==> config.mk <==
export PLATFORM = sky130hd
export DESIGN_NAME = dring_walker
export DESIGN_NICKNAME = d
export VERILOG_FILES = /design/src/rtl/dring_pkg.sv /design/src/rtl/dring_index.sv /design/src/rtl/dring_mover.sv /design/src/rtl/dring_walker.sv
export SDC_FILE = /design/constraint.sdc
export NUM_CORES = 1
export LEC_CHECK = 0
export BUFFER_PORTS_ARGS = -buffer_cell sky130_fd_sc_hd__buf_2
export CORE_UTILIZATION = 45
export CTS_CLUSTER_DIAMETER = 50
export DETAILED_ROUTE_END_ITERATION = 8
export PLACE_DENSITY = 0.68
export SYNTH_ARGS = -nofsm -noshare
export SYNTH_HDL_FRONTEND = slang
export SYNTH_SLANG_ARGS = --single-unit
==> constraint.sdc <==
create_clock -name clk -period 3.8 [get_ports clk]
set_clock_uncertainty 0.15 [all_clocks]
set_input_delay 0.76 -clock clk [delete_from_list [all_inputs] [get_ports clk]]
set_output_delay 0.76 -clock clk [all_outputs]
set_load 0.03 [all_outputs]
==> src/rtl/dring_pkg.sv <==
package dring_pkg;

  typedef enum logic [2:0] {
    ST_IDLE,
    ST_RD_CTRL,
    ST_RD_ADDR,
    ST_MOVE,
    ST_WB
  } walk_st_e;

  localparam int OWN_BIT = 31;
  localparam int CPL_BIT = 30;
  localparam int SOP_BIT = 29;
  localparam int EOP_BIT = 28;

  // control word as written back: engine gives ownership up, marks complete
  function automatic logic [31:0] wb_word(input logic [31:0] c);
    logic [31:0] w;
    w = c;
    w[OWN_BIT] = 1'b0;
    w[CPL_BIT] = 1'b1;
    return w;
  endfunction

  // byte offset: 5 bits for transmit, 3 bits for receive
  function automatic logic [4:0] buf_offset(input logic [31:0] c, input logic tx);
    return tx ? c[27:23] : {2'b00, c[25:23]};
  endfunction

endpackage

==> src/rtl/dring_index.sv <==
module dring_index #(
  parameter int MAX_DESC = 64,
  parameter int IDX_W    = $clog2(MAX_DESC),
  parameter int LEN_W    = IDX_W + 1
) (
  input  logic             clk,
  input  logic             rst_n,
  input  logic             clear,
  input  logic             adv,
  input  logic [LEN_W-1:0] ring_len,
  output logic [IDX_W-1:0] idx
);

  function automatic logic [IDX_W-1:0] wrap_next(input logic [IDX_W-1:0] i,
                                                  input logic [LEN_W-1:0] n);
    logic [LEN_W-1:0] nxt;
    nxt = {1'b0, i} + LEN_W'(1);
    return (nxt >= n) ? '0 : nxt[IDX_W-1:0];
  endfunction

  logic last_slot;
  assign last_slot = ({1'b0, idx} + LEN_W'(1)) >= ring_len;

  always_ff @(posedge clk or negedge rst_n) begin
    if (!rst_n)     idx <= '0;
    else if (clear) idx <= '0;
    else if (adv)   idx <= wrap_next(idx, ring_len);
  end

  AST_IDX_WRAP: assert property (@(posedge clk) disable iff (!rst_n)
    adv && !clear && last_slot |=> idx == '0);
  AST_IDX_CLEAR: assert property (@(posedge clk) disable iff (!rst_n)
    clear |=> idx == '0);

endmodule

==> src/rtl/dring_mover.sv <==
module dring_mover #(
  parameter int ADDR_W = 32,
  parameter int LAT    = 3,
  localparam int CNT_W = $clog2(LAT + 1)
) (
  input  logic              clk,
  input  logic              rst_n,
  input  logic              start,
  input  logic [15:0]       len,
  input  logic [ADDR_W-1:0] buf_base,
  input  logic [4:0]        offset,
  output logic              done,
  output logic [15:0]       bytes,
  output logic [ADDR_W-1:0] buf_start
);

  logic             active;
  logic [CNT_W-1:0] cnt;

  assign done = active && (cnt == CNT_W'(1));

  always_ff @(posedge clk or negedge rst_n) begin
    if (!rst_n) begin
      active    <= 1'b0;
      cnt       <= '0;
      bytes     <= '0;
      buf_start <= '0;
    end else if (start) begin
      active    <= 1'b1;
      cnt       <= CNT_W'(LAT);
      bytes     <= len;
      buf_start <= buf_base + ADDR_W'(offset);
    end else if (active) begin
      cnt <= cnt - CNT_W'(1);
      if (done) active <= 1'b0;
    end
  end

  AST_MOVE_NO_OVERLAP: assert property (@(posedge clk) disable iff (!rst_n)
    start |-> !active);
  AST_MOVE_PULSE: assert property (@(posedge clk) disable iff (!rst_n)
    done |=> !done);

endmodule

==> src/rtl/dring_walker.sv <==
module dring_walker
  import dring_pkg::*;
#(
  parameter int ADDR_W   = 32,
  parameter int MAX_DESC = 64,
  parameter int MOVE_LAT = 3,
  localparam int IDX_W   = $clog2(MAX_DESC),
  localparam int LEN_W   = IDX_W + 1
) (
  input  logic              clk,
  input  logic              rst_n,
  input  logic              cfg_enable,
  input  logic              cfg_tx,
  input  logic [ADDR_W-1:0] cfg_base,
  input  logic [LEN_W-1:0]  cfg_len,
  input  logic              poll,
  output logic              mem_req,
  output logic              mem_we,
  output logic [ADDR_W-1:0] mem_addr,
  output logic [31:0]       mem_wdata,
  input  logic              mem_ack,
  input  logic [31:0]       mem_rdata,
  output logic              busy,
  output logic [IDX_W-1:0]  cur_idx,
  output logic              done_valid,
  output logic              done_sop,
  output logic              done_eop,
  output logic [IDX_W-1:0]  done_idx,
  output logic [15:0]       done_bytes,
  output logic [ADDR_W-1:0] done_buf
);

  function automatic logic [ADDR_W-1:0] desc_addr(input logic [ADDR_W-1:0] b,
                                                  input logic [IDX_W-1:0] i,
                                                  input logic hi);
    return b + (ADDR_W'(i) << 3) + (hi ? ADDR_W'(4) : ADDR_W'(0));
  endfunction

  walk_st_e st, st_nx;
  logic [31:0] ctrl_q;

  // named internal events
  logic evt_fetch, evt_skip, evt_wb_done, mv_start, mv_done, idx_clear;
  logic [15:0]       mv_bytes;
  logic [ADDR_W-1:0] mv_buf;

  assign evt_fetch   = (st == ST_RD_CTRL) && mem_ack;
  assign evt_skip    = evt_fetch && !mem_rdata[OWN_BIT];
  assign mv_start    = (st == ST_RD_ADDR) && mem_ack;
  assign evt_wb_done = (st == ST_WB) && mem_ack;
  assign idx_clear   = (st == ST_IDLE) && !cfg_enable;

  always_comb begin
    st_nx = st;
    unique case (st)
      ST_IDLE:    if (poll && cfg_enable) st_nx = ST_RD_CTRL;
      ST_RD_CTRL: if (mem_ack) st_nx = mem_rdata[OWN_BIT] ? ST_RD_ADDR : ST_IDLE;
      ST_RD_ADDR: if (mem_ack) st_nx = ST_MOVE;
      ST_MOVE:    if (mv_done) st_nx = ST_WB;
      ST_WB:      if (mem_ack) st_nx = cfg_enable ? ST_RD_CTRL : ST_IDLE;
      default:    st_nx = ST_IDLE;
    endcase
  end

  always_ff @(posedge clk or negedge rst_n) begin
    if (!rst_n) begin
      st     <= ST_IDLE;
      ctrl_q <= '0;
    end else begin
      st <= st_nx;
      if (evt_fetch) ctrl_q <= mem_rdata;
    end
  end

  assign busy      = (st != ST_IDLE);
  assign mem_req   = (st == ST_RD_CTRL) || (st == ST_RD_ADDR) || (st == ST_WB);
  assign mem_we    = (st == ST_WB);
  assign mem_addr  = desc_addr(cfg_base, cur_idx, st == ST_RD_ADDR);
  assign mem_wdata = wb_word(ctrl_q);

  dring_index #(.MAX_DESC(MAX_DESC), .IDX_W(IDX_W), .LEN_W(LEN_W)) u_index (
    .clk      (clk),
    .rst_n    (rst_n),
    .clear    (idx_clear),
    .adv      (evt_wb_done),
    .ring_len (cfg_len),
    .idx      (cur_idx)
  );

  dring_mover #(.ADDR_W(ADDR_W), .LAT(MOVE_LAT)) u_mover (
    .clk       (clk),
    .rst_n     (rst_n),
    .start     (mv_start),
    .len       (ctrl_q[15:0]),
    .buf_base  (mem_rdata),
    .offset    (buf_offset(ctrl_q, cfg_tx)),
    .done      (mv_done),
    .bytes     (mv_bytes),
    .buf_start (mv_buf)
  );

  always_ff @(posedge clk or negedge rst_n) begin
    if (!rst_n) begin
      done_valid <= 1'b0;
      done_sop   <= 1'b0;
      done_eop   <= 1'b0;
      done_idx   <= '0;
      done_bytes <= '0;
      done_buf   <= '0;
    end else begin
      done_valid <= evt_wb_done;
      if (evt_wb_done) begin
        done_sop   <= ctrl_q[SOP_BIT];
        done_eop   <= ctrl_q[EOP_BIT];
        done_idx   <= cur_idx;
        done_bytes <= mv_bytes;
        done_buf   <= mv_buf;
      end
    end
  end

  AST_REQ_HOLD: assert property (@(posedge clk) disable iff (!rst_n)
    mem_req && !mem_ack |=> mem_req && $stable(mem_addr) && $stable(mem_we) && $stable(mem_wdata));
  AST_WB_FLAGS: assert property (@(posedge clk) disable iff (!rst_n)
    mem_req && mem_we |-> !mem_wdata[OWN_BIT] && mem_wdata[CPL_BIT]);
  AST_DONE_PULSE: assert property (@(posedge clk) disable iff (!rst_n)
    done_valid |=> !done_valid);
  AST_SKIP_IDLE: assert property (@(posedge clk) disable iff (!rst_n)
    evt_skip |=> !busy && !mem_req && !done_valid);
  AST_DISABLED_QUIET: assert property (@(posedge clk) disable iff (!rst_n)
    idx_clear |=> !mem_req);

endmodule

**Yosys cells after proc, flatten, opt, wreduce, memory -nomap -nowiden**

Index checks and enable logic that the tools add are counted.

- Reductions and logical operators: 14
- $add $sub $neg: 5
- Muxes and demuxes: 18
- Eq/ne operators: 10
- $lt $le $gt $ge: 1

Operators by type and width:

| operator | count |
|---|---|
| adder 32 x 3 -> 32 bit | 1 |
| adder 32 x 5 -> 32 bit | 1 |
| adder 32 x 9 -> 32 bit | 1 |
| two-way mux 3 bit | 6 |
| two-way mux 6 bit | 3 |
| one-hot mux 3 bit (5 select lines) | 1 |
| adder 6 x 1 -> 7 bit (second input constant) | 1 |
| greater-or-equal comparator 7 bit | 1 |
| == test 3 x 2 -> 1 bit (second input constant) | 2 |
| logical AND 1 bit | 6 |
| two-way mux 2 bit | 3 |
| inequality test 2 bit (second input constant) | 3 |
| two-way mux 5 bit | 1 |
| AND reduction 5 bit | 1 |
| two-way mux 1 bit | 4 |
| inequality test 2 x 1 -> 1 bit (second input constant) | 2 |
| nonzero test 2 bit | 2 |
| == test 3 x 1 -> 1 bit (second input constant) | 1 |
| == test 3 bit (second input constant) | 1 |
| logical NOT 3 bit | 1 |
| nonzero test 3 bit | 1 |
| == test 2 x 1 -> 1 bit (second input constant) | 1 |
| logical OR 1 bit | 2 |
| subtractor 2 x 1 -> 2 bit (second input constant) | 1 |
| logical NOT 1 bit | 1 |

- Input port bits: 77
- Bits in registers: 147
- Logic and storage cells: 61
- Output and inout bits: 130

**Logic depth before layout (Yosys ltp)**

Gate-level depths: netlist (run 1).

- Word-level depth: 5
- Gate-level depth with buffers: 10
- Gate-level depth less buffers: 9

**By module**

From an unflattened synthesis (run 1), not the netlist that was laid out.

- Cell total of the unflattened synthesis: 628
- Area total of the unflattened synthesis: 7,488.4 µm²

Modules (own cells, without submodules):

| module | area an instance (µm²) | seq. area each (µm²) | cells an instance | times used |
|---|---|---|---|---|
| dring_walker | 4,317.9 | 2,252.2 | 321 | 1 |
| dring_mover | 2,680.1 | 1,276.2 | 257 | 1 |
| dring_index | 490.5 | 150.1 | 50 | 1 |

**Worst setup path after synthesis (run 1)**

Ideal clock, no wire load.

- Path type: reg2out
- Start: register st[1]
- End: output port mem_addr[26]
- Slack: 0.000 ns
- Stages on the path, launching flop included: 11
- Arrival time: 2.890 ns
- Path buffers: 1
- Cells stage by stage: dfrtp_1 > clkbuf_1 > nor3b_1 > ha_1 > inv_1 > fa_1 > nor2b_1 > o31ai_1 > a21oi_1 > nand4_1 > xnor2_1

- Longest elaborated chain between the ends: 3

RTL lines:

| element | RTL line | source |
|---|---|---|
| from (decl) | dring_walker.sv:39 | `walk_st_e st, st_nx;` |
| from (signal assigned) | dring_walker.sv:70 | `st <= st_nx;` |
| == test 3 x 2 -> 1 bit | dring_walker.sv:78 | `assign mem_addr = desc_addr(cfg_base, cur_idx, st == ST_RD_ADDR);` |
| two-way mux 3 bit | dring_walker.sv:36 | `return b + (ADDR_W'(i) << 3) + (hi ? ADDR_W'(4) : ADDR_W'(0));` |
| adder 32 x 3 -> 32 bit | dring_walker.sv:36 |  |
| to (decl) | dring_walker.sv:19 | `output logic [ADDR_W-1:0] mem_addr,` |

Every way passes these cells.

**Worst setup path in the final report (run 1)**

- Start: register st[2]
- End: output port mem_addr[22]

The elaborated chain is that of the path after synthesis.

==> results of run 1 <==
## synthesized netlist by cell type (6+ instances only)
library cell / number
a21oi_1: 9
and2_1: 8
and3_1: 15
buf_4: 6
clkbuf_1: 24
dfrtp_1: 147
ha_1: 21
inv_1: 21
mux2_2: 87
nand2_1: 105
nand3_1: 22
nand4_1: 18
nor2_1: 21
nor4_1: 10
o21a_1: 6
o21ai_0: 37
xnor2_1: 44
xor2_1: 12
## layout make-up
class	count	area share, %
sequential	147	39.04
multi-input combinational	484	37.80
timing repair buffer	228	13.20
clock buffer	20	4.847
tap	216	2.869
clock inverter	12	1.381
inverter	21	0.8367
antenna	1	0.02656
## cell families after synthesis
group	after synthesis	share of synthesized area (%)
buffers and inverters	56	3.319
adders and majority gates	23	4.098
muxes	90	13.67
other	2	0.1016
and+or+nand+nor	228	15.17
DFF	147	49.79
xor gates and xnor gates	56	6.638
AOI/OAI and AO/OA	85	7.214
## report_power, final
group | switching [mW] | internal (mW) | leakage, nW
logic | 1.64 | 0.966 | 2.57
clock network | 0.661 | 1.00 | 0.275
registers | 0.359 | 2.16 | 1.89
## critical path: stages (launching register included)
cell	delay, ns
dfrtp_1	0.39
nor3b_2	0.18
buf_4	0.15
ha_4	0.14
inv_2	0.04
fa_2	0.41
nor2b_4	0.18
o31ai_4	0.08
a211o_4	0.39
nor3_2	0.20
xor2_1	0.17
buf_4	0.18
## metal layers
layer  GRT usage [%]  vias to the layer above  wire, microns
met5               0                        -             13
met4           9.234                        2            468
met3           6.724                       31           1375
met2           38.67                      200           9057
met1           27.01                     2820           7888
li1                -                     2834              -
## state kept, by name, summed over array words and instances (netlist names), 2 cells and up
| signal | count |
|---|---|
| ctrl_q | 30 |
| st | 3 |
| u_index.idx | 6 |
| done_idx | 6 |
| u_mover.cnt | 2 |
| done_buf | 32 |
| u_mover.bytes | 16 |
| done_bytes | 16 |
| u_mover.buf_start | 32 |
## stage by stage
stage,hold slack (ns),setup slack (ns),TNS (ns),utilization [%]
after floorplan,0.2831,0.01817,0,-
after global placement,0.3038,0.09847,0,54.46
after detailed placement,0.3106,0.06417,0,54.46
after CTS,0.2149,0.001628,0,58.44
after global routing,0.2367,-0.1481,-0.6426,59.10
final,0.1966,-0.02990,-0.03664,59.10
## cells in the final DEF, fill, tap and decap left out, types with 4 or more instances in the layout
master	Yosys	routed
a211oi_1	4	4
buf_2	4	190
xor2_1	12	12
nor4b_1	4	4
nor2_1	21	20
buf_4	6	36
o21a_1	6	6
nand3_1	22	21
nand4_1	18	18
mux2_2	87	87
and3_1	15	15
a21o_1	4	4
clkbuf_16	0	17
and2_1	8	8
nand2_1	105	104
xnor2_1	44	43
inv_1	21	20
dfrtp_1	147	147
a31oi_1	4	4
o211ai_1	4	4
nor4_1	10	10
a21oi_1	9	8
ha_1	21	20
clkinvlp_4	0	5
o21ai_0	37	37
## repair_timing
action	4_1_cts	5_1_grt
pin swaps	2	7
endpoints found under the setup margin	21	21
gates resized for setup	8	24
setup buffers	3	4
## final timing paths
kind,from,end,depth (start not counted)
worst max-delay path,st[2],mem_addr[22],11
worst min-delay path,rst_n,u_mover.bytes[9],1
worst max register to register,ctrl_q[26],u_mover.buf_start[29],7
worst min register to register,u_mover.buf_start[1],u_mover.buf_start[1],2
max in group asynchronous,rst_n,done_bytes[4],2
min in group clk,u_mover.buf_start[1],u_mover.buf_start[1],2
==> impl_metrics.csv, run 1 <==
group,metric,value,unit
timing,tightest_slew,0.8171,ns
logic_synthesis,netlist_area,7388,sq um
logic_synthesis,synth-edff-count,0,
finish,area_growth,27.52,%
cts,clk_path_buf_depth,2,
place,placed_area,8682,sq um
die,core_area,15940,sq um
logic_synthesis,avgSynthCellArea,10.75,sq um
finish,nets,999,
setup_path,cp_data_arrival_time,2.92,ns
finish,multi_input_area,3561,sq um
route,drtPass1Iterations,4,
die,die_w,130.1,microns
finish,drive_gt1_share,40.35,%
die,num_io_pins,207,
grt,antenna_found_initial,3,
logic_synthesis,yosysSeqAreaShare,49.79,%
timing,relSlewSlack,45.52,%
cts,clock-root-buffer,"clkbuf_16",
die,row_count,46,
finish,stdcell_count,1129,
logic_synthesis,synth_fp_nets,787,
power,p_leak,4.740,nW
finish,fin_area,9422,sq um
place,portBuffers,200,
route,wl_per_cell,16.66,microns
power,p_per_area,719.7,nW/um^2
die,die_area,16940,sq um
setup_path,reg2reg_setup_slack,1.03,ns
route,detail-route-antenna-nets,0,
cts,clk_pin_slew,0.06,ns
logic_synthesis,synth_warnings,0,
timing,final_max_slew_viol_count,0,
grt,grt-ovfl-total,0,
grt,grt.total_usage,22.77,%
worst_hold_path,min_path_type,"in -> async",
place,dp_cells,1089,
logic_synthesis,synth_seq_cells,147,
finish,ff_latch_area,3679,sq um
logic_synthesis,async_flop_share,100.0,%
setup_path,crit_fanout,4,
timing,hold_viol,0,
grt,grt_pass1_vias,5642,
timing,fin_crit_sh,100.8,%
timing,period_minus_slack,3.830,ns
grt,grt_max_degree,72,
job,maxCapViolations,0,
status,status,"complete, but fails checks",
grt,grt_first_pass_wirelength,29030,microns
logic_synthesis,postSynthCellCount,687,
cts,htree_levels,4,
timing,setup_viol,2,
route,drc,0,
status,failed_checks,"setup timing",
die,start_util,46.34,%
power,irDropWorstVdd,0.0004506,V
setup_path,path_class,"reg -> out",
logic_synthesis,synth_area_leader_cell,"dfrtp_1",
logic_synthesis,ys.flop_type,"dfrtp_1",
cts,cts_sinks,147,
cts,insertion_delay,0.42,ns
setup_path,start_kind,"register",
place,hpwl,13730,microns
logic_synthesis,synth_top_area_share,49.79,%
route,drt_iter0_drc,223,
route,routed_via_density,5.214,
route,vias,5887,
finish,num-fill-cells,1397,
timing,fin_ws,-0.02990,ns
timing,grt_setup_unrepaired,"true",
power,finalPower,6.781,mW
logic_synthesis,synth_area_leaders,"dfrtp_1 (50%), mux2_2 (13%), nand2_1 (5.3%), xnor2_1 (5.2%), ha_1 (3.6%)",
timing,fmax,261.1,MHz
place,gp_congestion,0.8549,
cts,cts_tree,"yes",
setup_path,crit_required,2.89,ns
cts,holdBufCountCts,0,
cts,cts_buffers,17,
setup_path,crit_path_end_kind,"primary output",
die,die_h,130.1,microns
route,wl,18800,microns
logic_synthesis,synthDistinctLibCells,51,
Power figures use the tool's default switching activity.
==> inputs of run 2 (changes only) <==
- HOLD_SLACK_MARGIN: unset -> 0.02
- REMOVE_ABC_BUFFERS: unset -> 1
==> impl_metrics.csv, run 2 (synthesis gave the netlist of run 1 again) <==
group,metric,value,unit
die,num_io_pins,207,
job,maxCapViolations,0,
die,die_h,130.1,microns
setup_path,crit_fanout,4,
cts,cts_sinks,147,
die,die_w,130.1,microns
timing,final_max_slew_viol_count,0,
place,portBuffers,200,
cts,clock-root-buffer,"clkbuf_16",
finish,final_common_cell,"buf_2",
cts,holdBufCountCts,0,
grt,grt.total_usage,22.30,%
finish,nets,992,
grt,antenna_found_initial,0,
timing,setup_viol,0,
timing,grt_setup_unrepaired,"true",
finish,top_regs,"done_buf (32), u_mover.buf_start (32), ctrl_q (30)",
route,drc,0,
place,hpwl,13060,microns
finish,num_antenna_cells,0,
timing,hold_slack,0.1796,ns
route,detail-route-antenna-nets,0,
setup_path,cp_data_arrival_time,2.86,ns
finish,final_cell_mix,"buf_2 (192), dfrtp_1 (147), nand2_1 (104)",
power,p_per_area,714.0,nW/um^2
timing,relSlewSlack,45.01,%
cts,insertion_delay,0.42,ns
power,irDropWorstVdd,0.0004726,V
grt,grt-ovfl-total,0,
timing,fmax,265.2,MHz
cts,cts_buffers,17,
finish,fin_util,58.69,%
setup_path,crit_required,2.89,ns
setup_path,path_class,"reg -> out",
finish,drive_gt1_share,40.00,%
setup_path,crit_family,"adder cells",
setup_path,crit_path_end_kind,"primary output",
timing,period_minus_slack,3.771,ns
setup_path,cp_num_buf_inv,2,
timing,fin_crit_sh,99.24,%
power,p_leak,4.714,nW
setup_path,slowest_stage,"dfrtp_1",
route,wl,18310,microns
cts,clk_path_buf_depth,2,
grt,grt_pass1_vias,5614,
timing,hold_viol,0,
setup_path,critPathMaxStageDelay,0.39,ns
die,row_count,46,
place,gp_congestion,0.8606,
cts,htree_levels,4,
timing,tightest_slew,0.8219,ns
finish,area_growth,26.64,%
setup_path,path_cells,"nor3b_2 > ha_2 > inv_2 > fa_2 > nor2b_4 > o31ai_4 > a211o_4 > nor3_4 > xnor2_1 > buf_4",
grt,grt_max_degree,71,
route,vias,5863,
die,core_area,15940,sq um
cts,cts_tree,"yes",
worst_hold_path,min_path_type,"in -> async",
die,die_area,16940,sq um
setup_path,start_kind,"register",
route,drt_iter0_drc,307,
route,drtPass1Iterations,4,
route,wl_per_cell,16.33,microns
route,routed_via_density,5.230,
die,start_util,46.34,%
grt,grt_first_pass_wirelength,28740,microns
status,status,"finished, final reports clean",
cts,clk_pin_slew,0.06,ns
## run 2: cell type report
| cell class | count | area [sq um] |
|---|---|---|
| Inverter | 21 | 78.83 |
| Timing Repair Buffer | 221 | 1199 |
| Multi-Input combinational cell | 484 | 3562 |
| Clock inverter | 13 | 125.1 |
| Fill cell | 1402 | 6586 |
| Tap cell | 216 | 270.3 |
| Clock buffer | 19 | 442.9 |
| Sequential cell | 147 | 3679 |
## run 2: path summary, 6_finish.rpt
check	slack [ns]	endpoint	cells past startpoint	start
max in group asynchronous	2.48	u_index.idx[2]	2	rst_n
min in group clk	0.32	u_mover.bytes[14]	2	u_mover.bytes[14]
hold reg to reg	0.32	u_mover.bytes[14]	2	u_mover.bytes[14]
hold / removal	0.18	ctrl_q[11]	1	rst_n
setup / recovery	0.03	mem_addr[24]	10	st[2]
setup reg to reg	0.89	u_mover.buf_start[29]	7	ctrl_q[26]
## run 2: power breakdown
group          internal [mW]  switching, mW
Clock                  0.926          0.675
Sequential              2.16          0.331
Combinational          0.944           1.65
## run 2: worst reg2reg max path: cells and delay by family, from the launching register on
family | cells | cell delay (ns)
fa+ha+maj | 1 | 0.34
simple gates | 3 | 1.30
compound gates | 3 | 0.63
flops | 1 | 0.40
## run 2: what timing repair did
item | 4_1_cts | 5_1_grt
endpoints found under the setup margin | 22 | 10
buffers inserted | 0 | 2
cloned | 0 | 0
hold endpoints to repair | 0 | 0
gates resized for setup | 6 | 25
pin swaps | 1 | 9
## run 2: per-stage QoR
| step | setup WS (ns) | TNS [ns] | instance area, sq um | cells | power (mW) |
|---|---|---|---|---|---|
| 5_1_grt | -0.07811 | -0.3594 | 9356 | 1121 | 7.103 |
| 6_report | 0.02888 | 0 | 9356 | 1121 | 6.681 |
| 3_5_place_dp | 0.03265 | 0 | 8672 | 1087 | 5.092 |
| 2_1_floorplan | -4.169 | -213.36 | 7222 | 652 | 4.216 |
| 4_1_cts | -0.03044 | -0.05457 | 9259 | 1119 | 6.728 |
| 3_3_place_gp | 0.08591 | 0 | 8672 | 1087 | 5.026 |
## run 2: routing by layer
metal / wire length (microns) / track usage (%) / vias to the layer above
met1: 7880 / 26.99 / 2858
met2: 9116 / 39.27 / 164
met5: 0 / 0 / -
met3: 1031 / 4.715 / 21
met4: 282 / 7.729 / 0
li1: - / - / 2820
==> inputs of run 3 (changes only) <==
- CORE_MARGIN: unset -> 1.5
- CTS_BUF_LIST: unset -> sky130_fd_sc_hd__clkbuf_8
==> impl_metrics.csv, run 3 (synthesis gave the netlist of run 1 again) <==
group,metric,value,unit
finish,fin_area,9168,sq um
timing,period_minus_slack,3.741,ns
timing,fmax,267.3,MHz
setup_path,reg2reg_setup_slack,0.94,ns
power,p_per_area,682.9,nW/um^2
die,start_util,46.34,%
timing,tns,0,ns
status,status,"finished, final reports clean",
setup_path,reg2regPathDepth,7,
cts,cts_tree,"yes",
setup_path,cp_data_arrival_time,2.83,ns
setup_path,r2r-end,"u_mover.buf_start[29]",
finish,nets,995,
grt,grt_max_degree,87,
route,drtPass1Iterations,4,
setup_path,path_class,"reg -> out",
finish,final_common_cell,"buf_2",
timing,final_max_slew_viol_count,0,
worst_hold_path,min_path_type,"in -> async",
cts,clk_path_buf_depth,2,
timing,relSlewSlack,46.59,%
timing,hold_viol,0,
route,wl_per_cell,16.21,microns
grt,use_met1,26.87,%
cts,clk_pin_slew,0.09,ns
grt,grt-ovfl-total,0,
finish,fin_util,57.50,%
die,core_area,15940,sq um
die,die_area,17200,sq um
finish,area_growth,24.08,%
finish,ff_latch_area,3679,sq um
die,num_io_pins,207,
grt,grt_pass1_vias,5719,
power,irDropWorstVdd,0.0004380,V
power,p_leak,4.625,nW
route,vias,5821,
timing,grt_setup_unrepaired,"true",
finish,drive_gt1_share,40.02,%
setup_path,crit_path_end_kind,"primary output",
finish,multi_input_area,3553,sq um
grt,antenna_found_initial,0,
setup_path,crit_required,2.89,ns
place,placed_area,8675,sq um
job,maxCapViolations,0,
finish,stdcell_count,1123,
timing,hold_slack,0.1901,ns
route,routed_via_density,5.183,
route,drc,0,
grt,grt_use_met2,36.63,%
cts,holdBufCountCts,0,
timing,tightest_slew,0.8012,ns
setup_path,crit_fanout,4,
timing,fin_ws,0.05908,ns
cts,cts_buffers,17,
place,pre_cts_slack,0.06777,ns
finish,top_regs,"done_buf (32), u_mover.buf_start (32), ctrl_q (30)",
setup_path,r2r_start,"ctrl_q[26]",
place,gp_congestion,1.005,
finish,num_antenna_cells,0,
finish,num-fill-cells,1424,
route,detail-route-antenna-nets,0,
finish,final_cell_mix,"buf_2 (193), dfrtp_1 (147), nand2_1 (104)",
cts,htree_levels,4,
timing,setup_viol,0,
place,portBuffers,200,
cts,clock-root-buffer,"clkbuf_8",
die,row_count,46,
grt,top_usage_layer,"met2",
timing,fin_crit_sh,98.45,%
grt,grt.total_usage,21.66,%
cts,cts_sinks,147,
die,die_w,131.1,microns
route,wl,18200,microns
cts,insertion_delay,0.45,ns
die,die_h,131.1,microns
grt,grt_first_pass_wirelength,29530,microns
grt,grtUsageMet3,6.211,%
power,finalPower,6.260,mW
route,drt_iter0_drc,226,
place,hpwl,13200,microns
setup_path,start_kind,"register",
place,dp_cells,1089,
==> run 3: per-layer routing <==
metal	share of wire, %	wire length (microns)
met2	48	8817
met3	5.8	1049
met4	1.5	264
met5	0	0
met1	44	8073
==> run 3: what timing repair did <==
item | in CTS | in global routing
buffers inserted | 1 | 2
endpoints found under the setup margin | 22 | 15
gates resized for setup | 8 | 16
pin swaps | 3 | 8
==> run 3: area by class of cell <==
class | instances | area share [%]
Clock buffer | 17 | 2.552
Clock inverter | 14 | 1.556
Inverter | 21 | 0.8598
Multi-Input combinational cell | 484 | 38.76
Sequential cell | 147 | 40.13
Tap cell | 216 | 2.948
Timing Repair Buffer | 224 | 13.20
==> run 3: where the power goes <==
part	switching (mW)	internal, mW	leakage, nW	total (mW)
sequential	0.327	2.15	1.89	2.48
combinational	1.65	0.949	2.55	2.60
clock	0.648	0.534	0.182	1.18
==> run 3: critical path, stage by stage, from the launching register on <==
cell and delay, ns:
dfrtp_1 0.39, nor3b_2 0.23, ha_2 0.25, inv_2 0.04, fa_2 0.36, nor2b_4 0.16
o31ai_4 0.07, a211o_4 0.38, nor3_2 0.14, xnor2_1 0.15, buf_4 0.18
==> run 3: worst max-delay path by stage <==
| stage | startpoint | to | cells past startpoint |
|---|---|---|---|
| after floorplan | mem_ack | u_index.idx[2] | 5 |
| after global placement | cfg_base[4] | mem_addr[31] | 8 |
| after detailed placement | cfg_base[5] | mem_addr[21] | 8 |
| after CTS | st[2] | mem_addr[24] | 10 |
| after global routing | st[0] | mem_addr[26] | 11 |
| final | st[0] | mem_addr[24] | 10 |
